==> config.mk <==
export PLATFORM = sky130hd
export DESIGN_NAME = vser_top
export DESIGN_NICKNAME = d
export VERILOG_FILES = /design/src/rtl/vser_pkg.sv /design/src/rtl/vser_edge_mon.sv /design/src/rtl/vser_lane.sv /design/src/rtl/vser_top.sv
export SDC_FILE = /design/constraint.sdc
export NUM_CORES = 1
export LEC_CHECK = 0
export BUFFER_PORTS_ARGS = -buffer_cell sky130_fd_sc_hd__buf_2
export CAP_MARGIN = 15
export CORE_MARGIN = 4
export CORE_UTILIZATION = 61
export CTS_CLUSTER_SIZE = 10
export DETAILED_ROUTE_END_ITERATION = 16
export PLACE_DENSITY = 0.88
export SETUP_SLACK_MARGIN = 0.15
export SLEW_MARGIN = 5
export SYNTH_ARGS = -nofsm -noshare
export SYNTH_HDL_FRONTEND = slang
export SYNTH_SLANG_ARGS = --single-unit
export TNS_END_PERCENT = 10
==> constraint.sdc <==
create_clock -name bclk -period 4.1 [get_ports bclk]
set_input_delay 0.41 -clock bclk [delete_from_list [all_inputs] [get_ports bclk]]
set_output_delay 0.41 -clock bclk [all_outputs]
set_load 0.02 [all_outputs]
==> src/rtl/vser_pkg.sv <==
package vser_pkg;
  localparam int SLOTS      = 7;
  localparam int DATA_LANES = 4;
  localparam int MISS_LIMIT = 16;
  // forwarded clock slot pattern, bit index = slot number
  localparam logic [SLOTS-1:0] CLK_PAT = 7'b1100011;
endpackage

==> src/rtl/vser_edge_mon.sv <==
module vser_edge_mon #(
  parameter int MISS_LIMIT = vser_pkg::MISS_LIMIT
) (
  input  logic bclk,
  input  logic pd_n,
  input  logic edge_sel,
  input  logic pclk,
  output logic cap_evt,
  output logic lost
);
  localparam int CW = $clog2(MISS_LIMIT + 1);

  logic          pclk_q;
  logic          armed;
  logic [CW-1:0] idle_cnt;
  logic          rise_seen;
  logic          fall_seen;

  assign rise_seen = pclk & ~pclk_q;
  assign fall_seen = ~pclk & pclk_q;
  assign cap_evt   = armed & (edge_sel ? rise_seen : fall_seen);

  always_ff @(posedge bclk or negedge pd_n) begin
    if (!pd_n) begin
      pclk_q   <= 1'b0;
      armed    <= 1'b0;
      idle_cnt <= '0;
      lost     <= 1'b1;
    end else begin
      pclk_q <= pclk;
      armed  <= 1'b1;
      if (cap_evt) begin
        idle_cnt <= '0;
        lost     <= 1'b0;
      end else if (!lost) begin
        if (idle_cnt == CW'(MISS_LIMIT - 1)) lost <= 1'b1;
        idle_cnt <= idle_cnt + 1'b1;
      end
    end
  end

  AST_CAP_CLEARS_LOST: assert property (@(posedge bclk) disable iff (!pd_n)
    cap_evt |=> !lost) else $error("capture did not clear lost");
  AST_LOST_HOLDS: assert property (@(posedge bclk) disable iff (!pd_n)
    lost && !cap_evt |=> lost) else $error("lost dropped without capture");
  AST_IDLE_BOUND: assert property (@(posedge bclk) disable iff (!pd_n)
    idle_cnt <= CW'(MISS_LIMIT)) else $error("idle counter overran");
endmodule

==> src/rtl/vser_lane.sv <==
module vser_lane #(
  parameter int SLOTS = vser_pkg::SLOTS
) (
  input  logic             bclk,
  input  logic             pd_n,
  input  logic             load,
  input  logic [SLOTS-1:0] din,
  output logic             bit_out
);
  logic [SLOTS-1:0] sh;

  always_ff @(posedge bclk or negedge pd_n) begin
    if (!pd_n) begin
      sh      <= '0;
      bit_out <= 1'b0;
    end else begin
      bit_out <= sh[0];
      if (load) sh <= din;
      else      sh <= {sh[0], sh[SLOTS-1:1]};   // rotate: repeats during a pause
    end
  end
endmodule

==> src/rtl/vser_top.sv <==
module vser_top #(
  parameter int SLOTS      = vser_pkg::SLOTS,
  parameter int DATA_LANES = vser_pkg::DATA_LANES,
  parameter int MISS_LIMIT = vser_pkg::MISS_LIMIT,
  parameter logic [6:0] CLK_PAT = vser_pkg::CLK_PAT
) (
  input  logic                        bclk,
  input  logic                        pd_n,
  input  logic                        edge_sel,
  input  logic                        pclk,
  input  logic [SLOTS*DATA_LANES-1:0] pix_data,
  output logic [DATA_LANES-1:0]       lane_data,
  output logic                        lane_clk,
  output logic                        lane_oe
);
  localparam int WORD_W = SLOTS * DATA_LANES;

  function automatic logic [SLOTS-1:0] lane_slice(input logic [WORD_W-1:0] w,
                                                  input int unsigned lane);
    return w[lane*SLOTS +: SLOTS];
  endfunction

  logic              cap_evt;
  logic              lost;
  logic              load_evt;
  logic [WORD_W-1:0] cap_word;
  logic [DATA_LANES:0] lane_bits;
  logic              drive;

  vser_edge_mon #(.MISS_LIMIT(MISS_LIMIT)) u_mon (
    .bclk(bclk), .pd_n(pd_n), .edge_sel(edge_sel), .pclk(pclk),
    .cap_evt(cap_evt), .lost(lost)
  );

  // capture stage; the shift stage loads one cycle later
  always_ff @(posedge bclk or negedge pd_n) begin
    if (!pd_n) begin
      cap_word <= '0;
      load_evt <= 1'b0;
    end else begin
      load_evt <= cap_evt;
      if (cap_evt) cap_word <= pix_data;
    end
  end

  for (genvar g = 0; g <= DATA_LANES; g++) begin : g_lane
    logic [SLOTS-1:0] din;
    if (g < DATA_LANES) begin : g_data
      assign din = lane_slice(cap_word, g);
    end else begin : g_clk
      assign din = CLK_PAT[SLOTS-1:0];
    end
    vser_lane #(.SLOTS(SLOTS)) u_lane (
      .bclk(bclk), .pd_n(pd_n), .load(load_evt), .din(din),
      .bit_out(lane_bits[g])
    );
  end

  assign drive     = pd_n & ~lost;
  assign lane_oe   = pd_n;
  assign lane_data = drive ? lane_bits[DATA_LANES-1:0] : '0;
  assign lane_clk  = drive & lane_bits[DATA_LANES];

  AST_LOAD_AFTER_CAP: assert property (@(posedge bclk) disable iff (!pd_n)
    cap_evt |=> load_evt) else $error("shift load missing");
  AST_CLK_SLOT0: assert property (@(posedge bclk) disable iff (!pd_n)
    load_evt |=> ##1 (lane_clk == CLK_PAT[0])) else $error("clock lane slot 0");
  AST_LOST_LOW: assert property (@(posedge bclk) disable iff (!pd_n)
    lost |-> (lane_data == '0 && !lane_clk)) else $error("lanes active while lost");
endmodule

After elaboration in Yosys (flattened, before gate mapping). Index checks and enable logic that the tools add are counted. Widths: inputs -> output; s select.

Word-level logic and storage cells: 39. Register bits after elaboration: 77. Bits of input ports: 32.

Equality and inequality tests: 2. Bitwise gates (word level): 8. Muxes and demuxes: 12. $add $sub $neg: 1.

Operators by type and width (number): $mux 7 (5); $mux 5 (2); $add 5x1->5 const B (1); $and 1x1->1 (5); $eq 5x4->1 const B (1); $mux 1 (4); $mux 4 (1); $not 1->1 (3); $ne 2x2->1 const B (1).

Logic depth before layout (Yosys ltp).
Depth after elaboration: 5. Mapped depth: 6. Depth with buffers taken out: 6.

Hierarchy. From an unflattened synthesis, not the netlist that was laid out.

Cells, all modules: 180. Area total of the unflattened synthesis: 3174.3 sq um.

By module, submodules not included: vser_lane (area an instance 316.6 sq um, cells an instance 16, instances 5, sequential area each 200.2 sq um); vser_top (area an instance 1226.2 sq um, cells an instance 68, instances 1, sequential area each 725.7 sq um); vser_edge_mon (area an instance 365.4 sq um, cells an instance 32, instances 1, sequential area each 201.4 sq um).

Worst setup path before layout. No wires, ideal clock.

Kind: reg-to-output. From: register u_mon.lost. To: output lane_clk. Arrival: 1075 ps. Data required time: 3690 ps. Setup slack: 2615 ps. Path buffers: 1. Cell stages (with the launch flop): 4. Cell sequence: dfstp_2 -> clkbuf_1 -> nor2b_1 -> and2_1.

Cells in the longest elaborated chain, start to end: 3.

RTL lines: start: declaration (RTL line vser_edge_mon.sv:9) `output logic lost`; start signal: assignment (RTL line vser_edge_mon.sv:28) `lost <= 1'b1;`; start signal: assignment (RTL line vser_edge_mon.sv:34) `lost <= 1'b0;`; start signal: assignment (RTL line vser_edge_mon.sv:36) `if (idle_cnt == CW'(MISS_LIMIT - 1)) lost <= 1'b1;`; $not 1->1 (RTL line vser_top.sv:59) `assign drive = pd_n & ~lost;`; $and 1x1->1 (RTL line vser_top.sv:59); $and 1x1->1 (RTL line vser_top.sv:62) `assign lane_clk = drive & lane_bits[DATA_LANES];`; end: declaration (RTL line vser_top.sv:13) `output logic lane_clk,`.

Every way passes these cells.

Final worst setup path.
From: input pd_n. To: output lane_oe.

RTL lines: start: declaration (RTL line vser_top.sv:8) `input logic pd_n,`; end: declaration (RTL line vser_top.sv:14) `output logic lane_oe`.

No word-level cell between the ends.

==> PnR_summary.wiki <==
{| class="wikitable"
! Metric !! Value
|-
| Vias in the first global route || between 1,000 and 1,500
|-
| Hold depth || 1
|-
| Worst-case reg-to-reg path depth || 3
|-
| Initial core utilization || 0.628
|-
| Nature of the critical path endpoint || primary output
|-
| Number of failing hold endpoints at the final stage || 0
|-
| Largest family of logic cells by synthesized area || multiplexers
|-
| Number of buffers on the longest clock path || 2
|-
| Highest-delay cell along the critical path || sky130_fd_sc_hd__buf_4
|-
| Compound-gate portion of the synthesized area || 0.00169
|-
| Avg Cell Area, Syn || 16.7 µm²
|-
| Most instantiated library cell after synthesis || sky130_fd_sc_hd__dfrtp_1
|-
| Simple logic cell fraction of the synthesized area || 0.0553
|-
| DRC Markers || 0
|-
| Worst-Skew Late Latency || around 340 ps
|-
| Resized Gates After CTS || 0
|-
| Maximum vdd drop || around 330 µV
|-
| Global placement routability congestion || approximately 0.74
|-
| Period Utilization, post-route || 0.468
|-
| Share of synthesized flip-flops with an asynchronous set or reset || 1.00
|-
| Max-slew headroom || 0.384
|-
| Dominant cell type by area after synthesis || sky130_fd_sc_hd__dfrtp_1
|-
| Ranking of synthesized cells by area || sky130_fd_sc_hd__dfrtp_1 64%, sky130_fd_sc_hd__mux2_2 13%, sky130_fd_sc_hd__mux2_4 12%
|-
| RSZ-0062 raised after global routing || no
|-
| Synth-to-layout area growth || 15.3%
|-
| Fraction of final layout cells sized beyond drive strength 1 || 0.518
|-
| Placed wire-length estimate || between 2000 and 3000 µm
|-
| Worst slew pin tran || between 900 and 1000 ps
|-
| Clock sink count || 77
|-
| Syn nets || 212
|-
| CTS tree || done
|-
| Setup-failing EPs final || 0
|-
| Area share of the largest cell type after synthesis || 0.641
|-
| Startpoint type of the worst setup path || primary input
|-
| Area share of xor/xnor cells in the synthesized design || 0.00886
|-
| Mean number of vias per cell || roughly 5
|-
| Post-layout minimum cycle time || 1920 ps
|-
| Slowest Stage Delay on Critical Path || 680 ps
|-
| Total vias in the final route || around 1,400
|-
| Total negative setup slack || 0 ps
|-
| Initial antenna violation count || 0
|-
| Number of DRC markers in iteration 0 || 94
|-
| Post-place setup slack || 2120 ps
|-
| Most used cell, CP || sky130_fd_sc_hd__buf_4
|-
| Global-route usage over all layers || 0.163
|-
| Critical path peak fanout || around 80
|-
| Congestion Overflow GR || 0
|-
| Hold_ws || a little over 200 ps
|-
| Site row count || 25
|-
| Synth warnings || 0
|-
| Number of buffers inserted by port buffering || 37
|-
| # diodes || 0
|-
| Floorplan core area || 0.00472 mm²
|-
| Area enclosed by the die boundary || approximately 0.0060 mm²
|-
| I/O pin count || 38
|-
| Maximum number of pins on one net before global-route repair || 79
|-
| Detail-routed net length per standard cell || approximately 15 µm
|-
| Area of all placed cells without fillers || around 0.0034 mm²
|-
| Post-synth top flop || sky130_fd_sc_hd__dfrtp_1
|-
| Post-Place Cells || ~280
|-
| Type of the tightest min-delay check || primary input to flop
|-
| Global-route wire length before repair || between 7000 and 8000 µm
|-
| Setup slack on the worst flop-to-flop path || 2490 ps
|-
| R2R Path Start || u_mon.pclk_q
|-
| Buffers inserted by post-CTS timing repair || 0
|-
| Number of synthesized register bits || 77
|-
| Sequential cell area fraction in the yosys report || 0.650
|-
| Outcome || completed
|-
| Routed WL || 4500 µm
|-
| Final Max Tran Viols || 0
|-
| Data required time at the worst endpoint || about 3700 ps
|-
| Worst Path Class, Setup || primary input to primary output
|-
| Post-CTS Hold Buffers || 0
|-
| Synth Instances || roughly 180
|-
| Fraction of the mapped netlist area in adder cells || 0.00844
|-
| Post-synth EDFFs || 0
|-
| First-pass DRT Iterations || 4
|-
| LEAKAGE || approximately 0.0016 µW
|-
| Number of routed nets with antenna violations || 0
|-
| Instance area after placement || around 0.0032 mm²
|-
| Highest clock frequency the design can meet || roughly 520 MHz
|-
| CTS HTree Levels || 3
|-
| Number of distinct library cells after synthesis || 24
|-
| Overall die height || roughly 78 µm
|-
| Fillers || just over 300
|-
| Clock transition at path regs || approximately 80 ps
|-
| Multiplexer share of the synthesized area || 0.245
|-
| Width of the chip || 77.7 µm
|-
| Worst flop-to-flop path endpoint || cap_word[27]
|-
| Max-capacitance violation count || 0
|-
| Hold Path Origin || pclk
|-
| Fin cells || around 290
|-
| Mapped Area || 0.00297 mm²
|-
| Number of buffers inserted during clock tree synthesis || 9
|-
| Setup slack after layout || approximately 2200 ps
|-
| CTS root buffer || sky130_fd_sc_hd__clkbuf_8
|-
| Hold Crit Endpoint || u_mon.pclk_q
|-
| Maximum clock skew at final layout || between 7 and 8 ps
|-
| Critical path, cell by cell || buf_4 > buf_4 > buf_2
|-
| Total power divided by cell area || between 600 and 700 mW/mm²
|-
| Critical path data arrival time || between 1500 and 2000 ps
|-
| Net total in the final layout || between 200 and 300
|-
| Most common library cells after synthesis || 76 x sky130_fd_sc_hd__dfrtp_1, 33 x sky130_fd_sc_hd__mux2_2, 23 x sky130_fd_sc_hd__mux2_4, 8 x sky130_fd_sc_hd__nor2_1
|}
-- layout by cell type (no fill, tap or decap), drive strengths merged, types with 2 or more instances in the layout --
master  Yosys  final
xor2        2      2
clkbuf      1     12
and2        5      5
bufinv      0      3
buf         8     39
mux2       56     56
or2         4      4
dfrtp      76     76
nand4b      2      2
nor2        8      8
nor2b       5      5
ha          2      2
-- worst max-delay path by stage --
stage,startpoint,to,cells after the start
3_5_place_dp,pd_n,lane_oe,3
6_report,pd_n,lane_oe,3
2_1_floorplan,u_mon.lost,lane_clk,3
3_3_place_gp,pd_n,lane_oe,3
4_1_cts,pd_n,lane_oe,3
5_1_grt,pd_n,lane_oe,3
-- sequential cells by signal, summed over array words and instances (netlist names) --
signal,flops
u_mon.pclk_q,1
cap_word,28
g_lane.u_lane.bit_out,5
u_mon.armed,1
u_mon.idle_cnt,5
u_mon.lost,1
g_lane.u_lane.sh,35
load_evt,1
-- power by group --
part	switching, µW	internal, µW	leakage (µW)
logic	143	236	0.000564
clock network	254	437	0.000127
registers	115	995	0.000918
-- critical path, delay by kind of cell --
family,cells,cell delay [ps]
buffers and inverters,3,1060
-- metrics by stage --
stage          power [µW]  utilization
6_report             2180        0.724
3_3_place_gp         1470        0.671
2_1_floorplan        1380            -
5_1_grt              2290        0.724
3_5_place_dp         1500        0.671
4_1_cts              2200        0.724
-- metal layers --
metal | track usage | vias to the layer above | part of all wire
met1 | 0.202 | 734 | 0.44
met5 | 0 | - | 0
met4 | 0.0890 | 0 | 0.015
li1 | - | 679 | -
met3 | 0.0568 | 7 | 0.048
met2 | 0.251 | 29 | 0.50
-- layout make-up --
| type | count | area (µm²) | share of cell area |
|---|---|---|---|
| Clock inverter | 4 | 95.1 | 0.0278 |
| Timing Repair Buffer | 39 | 203 | 0.0593 |
| Sequential cell | 77 | 1930 | 0.564 |
| Tap cell | 67 | 83.8 | 0.0245 |
| Multi-Input combinational cell | 91 | 951 | 0.278 |
| Inverter | 1 | 3.75 | 0.00110 |
| Clock buffer | 12 | 155 | 0.0454 |
-- cells by family after synthesis --
kind of cell	count (synthesis)
fa+ha+maj	2
compound gates	1
simple gates	27
xor+xnor	3
other cells	1
mux	57
flops	77
buf+inv	10
Power figures use the tool's default switching activity.
